$ cat src/rtl/lcdtg_pkg.sv
package lcdtg_pkg;
    typedef enum logic [1:0] {
        SEG_SYNC   = 2'd0,
        SEG_BACK   = 2'd1,
        SEG_ACTIVE = 2'd2,
        SEG_FRONT  = 2'd3
    } seg_t;

    localparam logic [2:0] ADR_CTRL   = 3'd0;
    localparam logic [2:0] ADR_HTIM   = 3'd1;
    localparam logic [2:0] ADR_VTIM   = 3'd2;
    localparam logic [2:0] ADR_SIZE   = 3'd3;
    localparam logic [2:0] ADR_IRQCFG = 3'd4;
    localparam logic [2:0] ADR_IRQCLR = 3'd5;

    localparam logic [1:0] SRC_VSYNC = 2'd0;
endpackage

$ cat src/rtl/lcdtg_regs.sv
module lcdtg_regs
    import lcdtg_pkg::*;
#(
    parameter int AW = 3,
    parameter int PW = 8,
    parameter int SW = 11,
    parameter int DW = 8
) (
    input  logic          clk,
    input  logic          rst_n,
    input  logic          we,
    input  logic [AW-1:0] addr,
    input  logic [31:0]   wdata,
    output logic          run,
    output logic          frame_en,
    output logic          div_en,
    output logic          hs_inv,
    output logic          vs_inv,
    output logic [DW-1:0] div_val,
    output logic [PW-1:0] h_sync,
    output logic [PW-1:0] h_back,
    output logic [PW-1:0] h_front,
    output logic [PW-1:0] v_sync,
    output logic [PW-1:0] v_back,
    output logic [PW-1:0] v_front,
    output logic [SW-1:0] h_act,
    output logic [SW-1:0] v_act,
    output logic          gie,
    output logic          fie,
    output logic [1:0]    src,
    output logic          clr_pulse
);
    localparam int F1 = 8;
    localparam int F2 = 16;

    logic [2:0] a3;
    assign a3 = 3'(addr);

    always_ff @(posedge clk or negedge rst_n) begin
        if (!rst_n) begin
            run <= 1'b0; frame_en <= 1'b0; div_en <= 1'b0;
            hs_inv <= 1'b0; vs_inv <= 1'b0; div_val <= '0;
            h_sync <= '0; h_back <= '0; h_front <= '0;
            v_sync <= '0; v_back <= '0; v_front <= '0;
            h_act <= '0; v_act <= '0;
            gie <= 1'b0; fie <= 1'b0; src <= '0;
        end else if (we) begin
            unique case (a3)
                ADR_CTRL: begin
                    run      <= wdata[0];
                    frame_en <= wdata[1];
                    div_en   <= wdata[2];
                    hs_inv   <= wdata[3];
                    vs_inv   <= wdata[4];
                    div_val  <= wdata[F1 +: DW];
                end
                ADR_HTIM: begin
                    h_sync  <= wdata[0 +: PW];
                    h_back  <= wdata[F1 +: PW];
                    h_front <= wdata[F2 +: PW];
                end
                ADR_VTIM: begin
                    v_sync  <= wdata[0 +: PW];
                    v_back  <= wdata[F1 +: PW];
                    v_front <= wdata[F2 +: PW];
                end
                ADR_SIZE: begin
                    h_act <= wdata[0 +: SW];
                    v_act <= wdata[F2 +: SW];
                end
                ADR_IRQCFG: begin
                    gie <= wdata[0];
                    fie <= wdata[1];
                    src <= wdata[3:2];
                end
                default: ;
            endcase
        end
    end

    assign clr_pulse = we && (a3 == ADR_IRQCLR) && wdata[0];
endmodule

$ cat src/rtl/lcdtg_clkdiv.sv
module lcdtg_clkdiv #(
    parameter int DW = 8
) (
    input  logic          clk,
    input  logic          rst_n,
    input  logic          run,
    input  logic          div_en,
    input  logic [DW-1:0] div_val,
    output logic          pe
);
    logic [DW-1:0] cnt_q;
    logic          hit;

    assign hit = (cnt_q == div_val);
    assign pe  = !div_en || hit;

    always_ff @(posedge clk or negedge rst_n) begin
        if (!rst_n)               cnt_q <= '0;
        else if (!run || !div_en) cnt_q <= '0;
        else if (hit)             cnt_q <= '0;
        else                      cnt_q <= cnt_q + 1'b1;
    end
endmodule

$ cat src/rtl/lcdtg_axis.sv
module lcdtg_axis
    import lcdtg_pkg::*;
#(
    parameter int SW = 11
) (
    input  logic          clk,
    input  logic          rst_n,
    input  logic          run,
    input  logic          step,
    input  logic [SW-1:0] lim_sync,
    input  logic [SW-1:0] lim_back,
    input  logic [SW-1:0] lim_act,
    input  logic [SW-1:0] lim_front,
    output seg_t          seg,
    output logic [SW-1:0] cnt,
    output logic          wrap
);
    seg_t          seg_q, seg_d, seg_after;
    logic [SW-1:0] cnt_q, cnt_d, lim;
    logic          last;

    always_ff @(posedge clk or negedge rst_n) begin
        if (!rst_n) begin
            seg_q <= SEG_SYNC;
            cnt_q <= '0;
        end else if (!run) begin
            seg_q <= SEG_SYNC;
            cnt_q <= '0;
        end else begin
            seg_q <= seg_d;
            cnt_q <= cnt_d;
        end
    end

    always_comb begin
        unique case (seg_q)
            SEG_SYNC:   begin lim = lim_sync;  seg_after = SEG_BACK;   end
            SEG_BACK:   begin lim = lim_back;  seg_after = SEG_ACTIVE; end
            SEG_ACTIVE: begin lim = lim_act;   seg_after = SEG_FRONT;  end
            SEG_FRONT:  begin lim = lim_front; seg_after = SEG_SYNC;   end
            default:    begin lim = lim_sync;  seg_after = SEG_SYNC;   end
        endcase
        last  = (cnt_q == lim);
        seg_d = seg_q;
        cnt_d = cnt_q;
        if (step) begin
            if (last) begin
                seg_d = seg_after;
                cnt_d = '0;
            end else begin
                cnt_d = cnt_q + 1'b1;
            end
        end
    end

    assign seg  = seg_q;
    assign cnt  = cnt_q;
    assign wrap = step && last && (seg_q == SEG_FRONT);
endmodule

$ cat src/rtl/lcd_timing_gen.sv
module lcd_timing_gen
    import lcdtg_pkg::*;
#(
    parameter int AW = 3,
    parameter int PW = 8,
    parameter int SW = 11,
    parameter int DW = 8
) (
    input  logic          clk,
    input  logic          rst_n,
    input  logic          reg_we,
    input  logic [AW-1:0] reg_addr,
    input  logic [31:0]   reg_wdata,
    output logic          hsync_o,
    output logic          vsync_o,
    output logic          de_o,
    output logic [SW-1:0] px_x,
    output logic [SW-1:0] px_y,
    output logic          irq_o,
    output logic          irq_pend_o
);
    localparam int PAD = SW - PW;

    logic          run, frame_en, div_en, hs_inv, vs_inv;
    logic [DW-1:0] div_val;
    logic [PW-1:0] h_sync, h_back, h_front, v_sync, v_back, v_front;
    logic [SW-1:0] h_act, v_act;
    logic          gie, fie, clr_pulse;
    logic [1:0]    src;

    lcdtg_regs #(.AW(AW), .PW(PW), .SW(SW), .DW(DW)) u_regs (
        .clk(clk), .rst_n(rst_n), .we(reg_we), .addr(reg_addr), .wdata(reg_wdata),
        .run(run), .frame_en(frame_en), .div_en(div_en), .hs_inv(hs_inv), .vs_inv(vs_inv),
        .div_val(div_val), .h_sync(h_sync), .h_back(h_back), .h_front(h_front),
        .v_sync(v_sync), .v_back(v_back), .v_front(v_front), .h_act(h_act), .v_act(v_act),
        .gie(gie), .fie(fie), .src(src), .clr_pulse(clr_pulse)
    );

    logic pe;
    lcdtg_clkdiv #(.DW(DW)) u_div (
        .clk(clk), .rst_n(rst_n), .run(run), .div_en(div_en), .div_val(div_val), .pe(pe)
    );

    seg_t          h_seg, v_seg;
    logic [SW-1:0] h_cnt, v_cnt;
    logic          h_wrap, v_wrap;

    lcdtg_axis #(.SW(SW)) u_hax (
        .clk(clk), .rst_n(rst_n), .run(run), .step(pe),
        .lim_sync({{PAD{1'b0}}, h_sync}), .lim_back({{PAD{1'b0}}, h_back}),
        .lim_act(h_act), .lim_front({{PAD{1'b0}}, h_front}),
        .seg(h_seg), .cnt(h_cnt), .wrap(h_wrap)
    );

    lcdtg_axis #(.SW(SW)) u_vax (
        .clk(clk), .rst_n(rst_n), .run(run), .step(h_wrap),
        .lim_sync({{PAD{1'b0}}, v_sync}), .lim_back({{PAD{1'b0}}, v_back}),
        .lim_act(v_act), .lim_front({{PAD{1'b0}}, v_front}),
        .seg(v_seg), .cnt(v_cnt), .wrap(v_wrap)
    );

    // first pixel of a frame (held for all core cycles of that pixel)
    logic at_start, live_q, live_eff, pend_q, hs_raw, vs_raw, de_int;

    assign at_start = run && (h_seg == SEG_SYNC) && (h_cnt == '0)
                          && (v_seg == SEG_SYNC) && (v_cnt == '0);

    always_ff @(posedge clk or negedge rst_n) begin
        if (!rst_n)        live_q <= 1'b0;
        else if (!run)     live_q <= 1'b0;
        else if (at_start) live_q <= frame_en;
    end

    always_ff @(posedge clk or negedge rst_n) begin
        if (!rst_n)                                               pend_q <= 1'b0;
        else if (at_start && pe && gie && fie && src == SRC_VSYNC) pend_q <= 1'b1;
        else if (clr_pulse)                                       pend_q <= 1'b0;
    end

    always_comb begin
        live_eff   = at_start ? frame_en : live_q;
        hs_raw     = live_eff && (h_seg == SEG_SYNC);
        vs_raw     = live_eff && (v_seg == SEG_SYNC);
        de_int     = live_eff && (h_seg == SEG_ACTIVE) && (v_seg == SEG_ACTIVE);
        hsync_o    = hs_raw ^ hs_inv;
        vsync_o    = vs_raw ^ vs_inv;
        de_o       = de_int;
        px_x       = de_int ? h_cnt : '0;
        px_y       = de_int ? v_cnt : '0;
        irq_pend_o = pend_q;
        irq_o      = pend_q && gie && fie;
    end
endmodule

$ cat config.mk
export PLATFORM = sky130hd
export DESIGN_NAME = lcd_timing_gen
export DESIGN_NICKNAME = d
export VERILOG_FILES = /design/src/rtl/lcdtg_pkg.sv /design/src/rtl/lcdtg_regs.sv /design/src/rtl/lcdtg_clkdiv.sv /design/src/rtl/lcdtg_axis.sv /design/src/rtl/lcd_timing_gen.sv
export SDC_FILE = /design/constraint.sdc
export NUM_CORES = 1
export LEC_CHECK = 0
export CORE_MARGIN = 5
export CORE_UTILIZATION = 52
export DETAILED_ROUTE_END_ITERATION = 8
export GPL_ROUTABILITY_DRIVEN = 0
export PLACE_DENSITY = 0.81
export SETUP_SLACK_MARGIN = 0.2
export SLEW_MARGIN = 10
export SYNTH_ARGS = -nofsm -noshare
export SYNTH_HDL_FRONTEND = slang
export SYNTH_SLANG_ARGS = --single-unit
$ cat constraint.sdc
create_clock -name clk -period 2.8 [get_ports clk]
set_clock_uncertainty 0.05 [all_clocks]
set_input_delay 0.28 -clock clk [delete_from_list [all_inputs] [get_ports clk]]
set_output_delay 0.28 -clock clk [all_outputs]
set_load 0.01 [all_outputs]
# Yosys cells after proc, flatten, opt, wreduce, memory -nomap -nowiden
# Index checks and enable logic that the tools add are counted.
# op_classes
add_sub_neg,3
n_eq_ne,18
muxes,24
bitwise,2
n_reduce_logical,36
# op_table
cell,n
$mux 11,8
$pmux 11 s4,2
$add 11x1->11 const B,2
$eq 11x11->1,2
$logic_not 11->1,2
$logic_and 1x1->1,18
$mux 8,2
$pmux 2 s4,2
$reduce_and 2->1,7
$mux 2,6
$add 8x1->8 const B,1
$eq 2x2->1 const B,4
$eq 8x8->1,1
$eq 3x2->1 const B,2
$eq 3x3->1 const B,2
$logic_not 2->1,3
$eq 2x1->1 const B,2
$mux 1,4
$ne 2x1->1 const B,2
$ne 2x2->1 const B,2
$eq 3x1->1 const B,1
$logic_not 3->1,1
$logic_not 1->1,2
$logic_or 1x1->1,2
other kinds (2),3
# totals
reg_bits,123
in_bits,38
output_inout_bits,27
word_cells,107

# Logic depth before layout (Yosys ltp)
# depth
ltp_word,10
ltp_mapped,11

# Modules after synthesis
# From an unflattened synthesis, not the netlist that was laid out.
# hier_totals
hier_cells,561
area_unflattened_um2,6626.4
# by_module_without_submodules
mod,instances,cells_each,area_each_um2,seq_area_each_um2
lcdtg_regs,1,190,3384.5,2177.1
lcdtg_axis,2,136,1171.1,325.3
lcdtg_clkdiv,1,46,505.5,200.2
lcd_timing_gen,1,53,394.1,50.0

# Worst setup path before layout
# Ideal clock, no wire load.
# synth_path
path_type,reg2reg
start,register u_hax.seg_q[0] (netlist: u_hax.seg[0])
end,register u_vax.cnt_q[4] (netlist: u_vax.cnt[4])
setup_ps,66
t_arrival_ps,2506
path_slack_ps,178
stages_incl_launch_ff,10
n_path_buf,1
path_cell_list,dfrtp_1 > ha_1 > buf_6 > a222oi_1 > mux2i_1 > xnor2_2 > nand4_4 > or4_4 > nor3_4 > a221o_1
# synth_via
elab_chain_cells,6
word_cells_on_any_way,9
cone_classes,5 x eq/ne; 1 x mux; 3 x reduce/logical
# synth_lines
element,line,source
"start, declared",lcdtg_axis.sv:18,"seg_t seg_q, seg_d, seg_after;"
"start signal, assigned",lcdtg_axis.sv:30,seg_q <= seg_d;
"$eq 2x2->1, or another cell as far along","lcdtg_axis.sv:36, lcdtg_axis.sv:58",
$pmux 11 s4,lcdtg_axis.sv:36,unique case (seg_q)
$eq 11x11->1,lcdtg_axis.sv:43,last = (cnt_q == lim);
$logic_and 1x1->1,lcdtg_axis.sv:58,assign wrap = step && last && (seg_q == SEG_FRONT);
$logic_and 1x1->1 (*),lcdtg_axis.sv:58,
$ne 2x2->1 (no line) (*),-,
"end signal, assigned",lcdtg_axis.sv:31,cnt_q <= cnt_d;
"end, declared",lcdtg_axis.sv:19,"logic [SW-1:0] cnt_q, cnt_d, lim;"
# Mark *: on every way between the ends. The rest lies on a longest branch, timed or not.
# A chain may end at the register's enable or synchronous reset.

# Worst setup path after layout
# layout_path
start,register u_vax.seg_q[0] (netlist: u_vax.seg[0])
end,register u_vax.seg_q[1] (netlist: u_vax.seg[1])
# layout_via
elab_chain_cells,5
word_cells_on_any_way,12
cone_classes,5 x eq/ne; 5 x mux; 2 x reduce/logical
# layout_lines
element,line
"start, declared",lcdtg_axis.sv:18
"start signal, assigned",lcdtg_axis.sv:30
"$eq 2x2->1, or another cell as far along",-
$pmux 11 s4 or $pmux 2 s4 (tied branches),lcdtg_axis.sv:36
$eq 11x11->1 or $mux 2 (tied branches),"lcdtg_axis.sv:43, lcdtg_axis.sv:47"
$ne 2x1->1 (no line) or $mux 2 (tied branches),-
$reduce_and 2->1 (no line) or $mux 2 (tied branches),-
# Parallel ways exist; a longest one is shown, timed or not. The select of a mux whose other input is x is not followed.

==> metrics.txt <==
# TYPE chip_impl_metric gauge
chip_impl_info{name="outcome",value="complete, but fails checks"} 1
chip_impl_info{name="failed_checks",value="setup timing"} 1
chip_impl_metric{name="power_frac_clock",unit=""} 0.399
chip_impl_metric{name="finalCoreUtilization",unit=""} 0.7238
chip_impl_metric{name="setup_viol",unit=""} 26
chip_impl_metric{name="avgViaCountPerCell",unit=""} 6.127
chip_impl_metric{name="route.vias.total",unit=""} 5269
chip_impl_metric{name="finish.net_count",unit=""} 752
chip_impl_metric{name="power.density",unit="mW/mm^2"} 663.2
chip_impl_metric{name="drt_first_pass_iters",unit=""} 5
chip_impl_metric{name="area_delta_synth_final",unit="%"} 36.66
chip_impl_info{name="post-synth-top-area-cell",value="sky130_fd_sc_hd__dfrtp_1"} 1
chip_impl_metric{name="fp.dieW",unit="um"} 120.6
chip_impl_metric{name="postSynthNetCount",unit=""} 612
chip_impl_metric{name="final_hold_viol_count",unit=""} 0
chip_impl_metric{name="core_area",unit="mm^2"} 0.01201
chip_impl_info{name="critical_path.reg2reg.endpoint",value="u_vax.seg[1]$_DFFE_PN0P_"} 1
chip_impl_metric{name="syn_inst",unit=""} 560
chip_impl_metric{name="detail_route.iter0.violations",unit=""} 524
chip_impl_info{name="synthMostInstantiatedCell",value="sky130_fd_sc_hd__dfrtp_1"} 1
chip_impl_info{name="ys.flop_type",value="sky130_fd_sc_hd__dfrtp_1"} 1
chip_impl_metric{name="cts_buffers",unit=""} 17
chip_impl_metric{name="min_tclk_post_route",unit="ns"} 2.945
chip_impl_metric{name="die-area",unit="mm^2"} 0.01454
chip_impl_info{name="ctsRootBufferMaster",value="sky130_fd_sc_hd__clkbuf_16"} 1
chip_impl_metric{name="cap_violations",unit=""} 0
chip_impl_metric{name="grt_first_pass_wirelength",unit="um"} 28840
chip_impl_metric{name="yosysWarnings",unit=""} 0
chip_impl_metric{name="sequentialPowerShare",unit=""} 0.394
chip_impl_metric{name="crit_path_max_fanout",unit=""} 6
chip_impl_metric{name="setup_total_negative_slack",unit="ns"} -1.249
chip_impl_metric{name="syn_area",unit="mm^2"} 0.006361
chip_impl_metric{name="ys_seq_elements",unit=""} 123
chip_impl_metric{name="detail-route-antenna-nets",unit=""} 0
chip_impl_metric{name="number_of_antenna_violations_at_the_first_check_in_global_routing",unit=""} 0
chip_impl_metric{name="timing.final.ws_setup",unit="ns"} -0.1448
chip_impl_metric{name="ios",unit=""} 65
chip_impl_metric{name="clk_path_buf_depth",unit=""} 2
chip_impl_metric{name="timing.final.crit_share",unit=""} 1.052
chip_impl_metric{name="fp.dieH",unit="um"} 120.6
chip_impl_metric{name="worst_r2r_path_depth",unit=""} 12
chip_impl_metric{name="netlist.area_leader.share",unit=""} 0.4839
chip_impl_metric{name="p_int",unit="mW"} 4.176
chip_impl_metric{name="p_comb_frac",unit=""} 0.207
chip_impl_metric{name="synthDistinctLibCells",unit=""} 54
chip_impl_metric{name="slew_violations",unit=""} 0
chip_impl_metric{name="power.total",unit="mW"} 5.766
chip_impl_metric{name="grt_max_degree",unit=""} 56
chip_impl_info{name="netlist_top_cells_count",value="sky130_fd_sc_hd__dfrtp_1 (123), sky130_fd_sc_hd__mux2_2 (76), sky130_fd_sc_hd__nor2_1 (40)"} 1
chip_impl_metric{name="timing.slew.headroom",unit=""} 0.5423
chip_impl_metric{name="proportion_of_synthesized_chip_area_in_sequential_cells",unit=""} 0.4839
chip_impl_metric{name="cts-htree-levels",unit=""} 4
chip_impl_info{name="timing.setup.critical_path_class",value="register to register"} 1
chip_impl_metric{name="power.net_switching",unit="mW"} 1.590
chip_impl_metric{name="fmax",unit="MHz"} 339.6
chip_impl_metric{name="critical_path_required",unit="ns"} 3.07
chip_impl_metric{name="synthesized_area_per_cell",unit="um^2"} 11.36
chip_impl_metric{name="io_buffers",unit=""} 59
chip_impl_metric{name="clkSinkCount",unit=""} 123
chip_impl_info{name="worst_setup_path_end_kind",value="register"} 1
chip_impl_metric{name="ir_worst_vdd",unit="V"} 0.0004701
chip_impl_metric{name="wl_per_cell",unit="um"} 21.52
chip_impl_metric{name="standby_leakage_power",unit="nW"} 3.824
chip_impl_metric{name="detail_route.drc_violations",unit=""} 0
chip_impl_metric{name="cell_row_count",unit=""} 40
chip_impl_metric{name="final_antenna_diode_count",unit=""} 0
chip_impl_metric{name="dpl_cell_area",unit="mm^2"} 0.007528
chip_impl_metric{name="worstSkewPairLatency",unit="ns"} 0.42
chip_impl_metric{name="synth-edff-count",unit=""} 0
chip_impl_metric{name="regToRegSetupSlack",unit="ns"} -0.14
chip_impl_info{name="yosys-top-cells-area",value="sky130_fd_sc_hd__dfrtp_1 (48%), sky130_fd_sc_hd__mux2_2 (13%), sky130_fd_sc_hd__xnor2_1 (3.9%)"} 1
chip_impl_metric{name="grt_pass1_vias",unit=""} 5441
chip_impl_metric{name="clk_pin_slew_worst_paths",unit="ns"} 0.06
chip_impl_metric{name="drive_above_1_share",unit=""} 0.4250
chip_impl_metric{name="wirelength",unit="um"} 18510
chip_impl_metric{name="stdcell_area",unit="mm^2"} 0.008693
chip_impl_metric{name="post-dp-hpwl",unit="um"} 11710
chip_impl_metric{name="critPathArrivalTime",unit="ns"} 3.21
chip_impl_info{name="rsz0062_at_grt",value="yes"} 1
chip_impl_info{name="cp-start-kind",value="register"} 1
chip_impl_info{name="rr_startpoint",value="u_vax.seg[0]$_DFFE_PN0P_"} 1
chip_impl_info{name="min_path_type",value="input port to asynchronous set/reset pin"} 1
chip_impl_metric{name="tightest_slew",unit="ns"} 0.6866
chip_impl_metric{name="gr-usage-all-layers",unit=""} 0.2553
chip_impl_metric{name="grt-ovfl-total",unit=""} 0
chip_impl_info{name="tritoncts",value="yes"} 1
chip_impl_metric{name="power.switching_fraction",unit=""} 0.2757
chip_impl_metric{name="async_reset_ff_frac",unit=""} 1.000
chip_impl_metric{name="effective_utilization_at_floorplan",unit=""} 0.5296
chip_impl_metric{name="hold_slack",unit="ns"} 0.3959
## logic make-up (layout without fill, tap and decap cells)
| logic type | count (synthesis) | count (layout) | synth area share |
|---|---|---|---|
| flops | 123 | 123 | 0.4839 |
| compound gates | 65 | 65 | 0.07947 |
| xor+xnor | 48 | 48 | 0.07081 |
| fa+ha+maj | 14 | 14 | 0.02754 |
| simple gates | 167 | 170 | 0.1408 |
| buf+inv | 54 | 204 | 0.04249 |
| mux | 89 | 89 | 0.1550 |
## worst max-delay path by stage
stage,start,endpoint
6_report,u_vax.seg[0]$_DFFE_PN0P_,u_vax.seg[1]$_DFFE_PN0P_
5_1_grt,u_vax.seg[0]$_DFFE_PN0P_,u_vax.seg[1]$_DFFE_PN0P_
4_1_cts,u_hax.seg[0]$_DFFE_PN0P_,u_vax.cnt[4]$_DFFE_PN0P_
3_5_place_dp,u_hax.seg[0]$_DFFE_PN0P_,px_x[3]
3_3_place_gp,u_hax.seg[0]$_DFFE_PN0P_,px_x[0]
2_1_floorplan,u_hax.seg[0]$_DFFE_PN0P_,u_vax.cnt[4]$_DFFE_PN0P_
## state kept, by name (all words and copies together), names as in the netlist, 2 cells and up
register / flops
u_regs.v_sync: 8
u_div.cnt_q: 8
u_vax.seg: 2
u_regs.v_back: 8
u_regs.v_act: 11
u_regs.v_front: 8
u_regs.h_front: 8
u_hax.cnt: 11
u_regs.src: 2
u_vax.cnt: 11
u_regs.h_act: 11
u_regs.h_back: 8
u_hax.seg: 2
u_regs.h_sync: 8
u_regs.div_val: 8
## what timing repair did
action	in CTS	in global routing
gates cloned	3	0
setup endpoints to repair	51	51
pin swaps	33	31
endpoints found under the hold margin	53	0
setup buffers	6	9
gates resized for setup	155	58
hold buffers	1	0
## cells in the final DEF, fill, tap and decap left out, drive strengths merged, types with 3 or more instances in the layout
master | Yosys | final
dfrtp | 123 | 123
or2 | 3 | 3
and2 | 25 | 25
ha | 14 | 14
o211ai | 3 | 3
nor2 | 40 | 40
clkbuf | 18 | 20
nand3 | 24 | 24
nor3 | 6 | 6
buf | 11 | 114
clkdlybuf4s50 | 0 | 33
and3 | 9 | 12
nor4bb | 3 | 3
nand2b | 6 | 6
o31ai | 3 | 3
nand4 | 10 | 10
xnor2 | 32 | 32
inv | 24 | 27
clkinv | 0 | 4
bufinv | 0 | 3
nand2 | 27 | 27
mux2 | 76 | 76
mux2i | 13 | 13
o2bb2ai | 3 | 3
nor4 | 5 | 5
xor2 | 16 | 16
a222oi | 14 | 14
o21ai | 17 | 17
a21oi | 6 | 6
## worst max-delay path, stage by stage (launching register included)
cell                        delay (ns)
sky130_fd_sc_hd__dfrtp_2          0.42
sky130_fd_sc_hd__inv_2            0.08
sky130_fd_sc_hd__ha_4             0.20
sky130_fd_sc_hd__a222oi_1         0.42
sky130_fd_sc_hd__mux2i_1          0.23
sky130_fd_sc_hd__xnor2_1          0.30
sky130_fd_sc_hd__o2111ai_2        0.19
sky130_fd_sc_hd__buf_4            0.18
sky130_fd_sc_hd__nor3_2           0.13
sky130_fd_sc_hd__buf_4            0.17
sky130_fd_sc_hd__buf_4            0.13
sky130_fd_sc_hd__nand3_1          0.10
sky130_fd_sc_hd__a21oi_1          0.23
## layer usage
| metal | up-vias | global-route usage | part of all wire |
|---|---|---|---|
| met1 | 2680 | 0.3127 | 0.39 |
| met3 | 63 | 0.06969 | 0.065 |
| li1 | 2275 | - | - |
| met2 | 251 | 0.4198 | 0.51 |
| met4 | 0 | 0.1190 | 0.039 |
| met5 | - | 0 | 0 |
## power by group through the flow
stage | registers (mW) | logic (mW) | clock network (mW)
after global placement | 2.27 | 0.995 | 0
after CTS | 2.27 | 1.11 | 2.31
final | 2.27 | 1.20 | 2.30
after floorplan | 2.23 | 0.642 | 0
after global routing | 2.31 | 1.28 | 2.41
after detailed placement | 2.29 | 1.03 | 0
## through the flow
| stage | cells | setup slack, ns |
|---|---|---|
| 2_1_floorplan | 560 | 0.1906 |
| 3_3_place_gp | 809 | -0.2275 |
| 3_5_place_dp | 809 | -0.3397 |
| 4_1_cts | 851 | -0.04874 |
| 5_1_grt | 860 | -0.2620 |
| 6_report | 860 | -0.1448 |
## cell type report
type	count	area [um^2]
clock inverters	12	158.9
clock buffers	20	466.7
multi-input cells	386	3397
fillers	761	3318
well taps	147	183.9
inverters	24	90.09
repair buffers	148	1316
flip-flops and latches	123	3080
No activity file was read; power rests on OpenSTA's default activity.
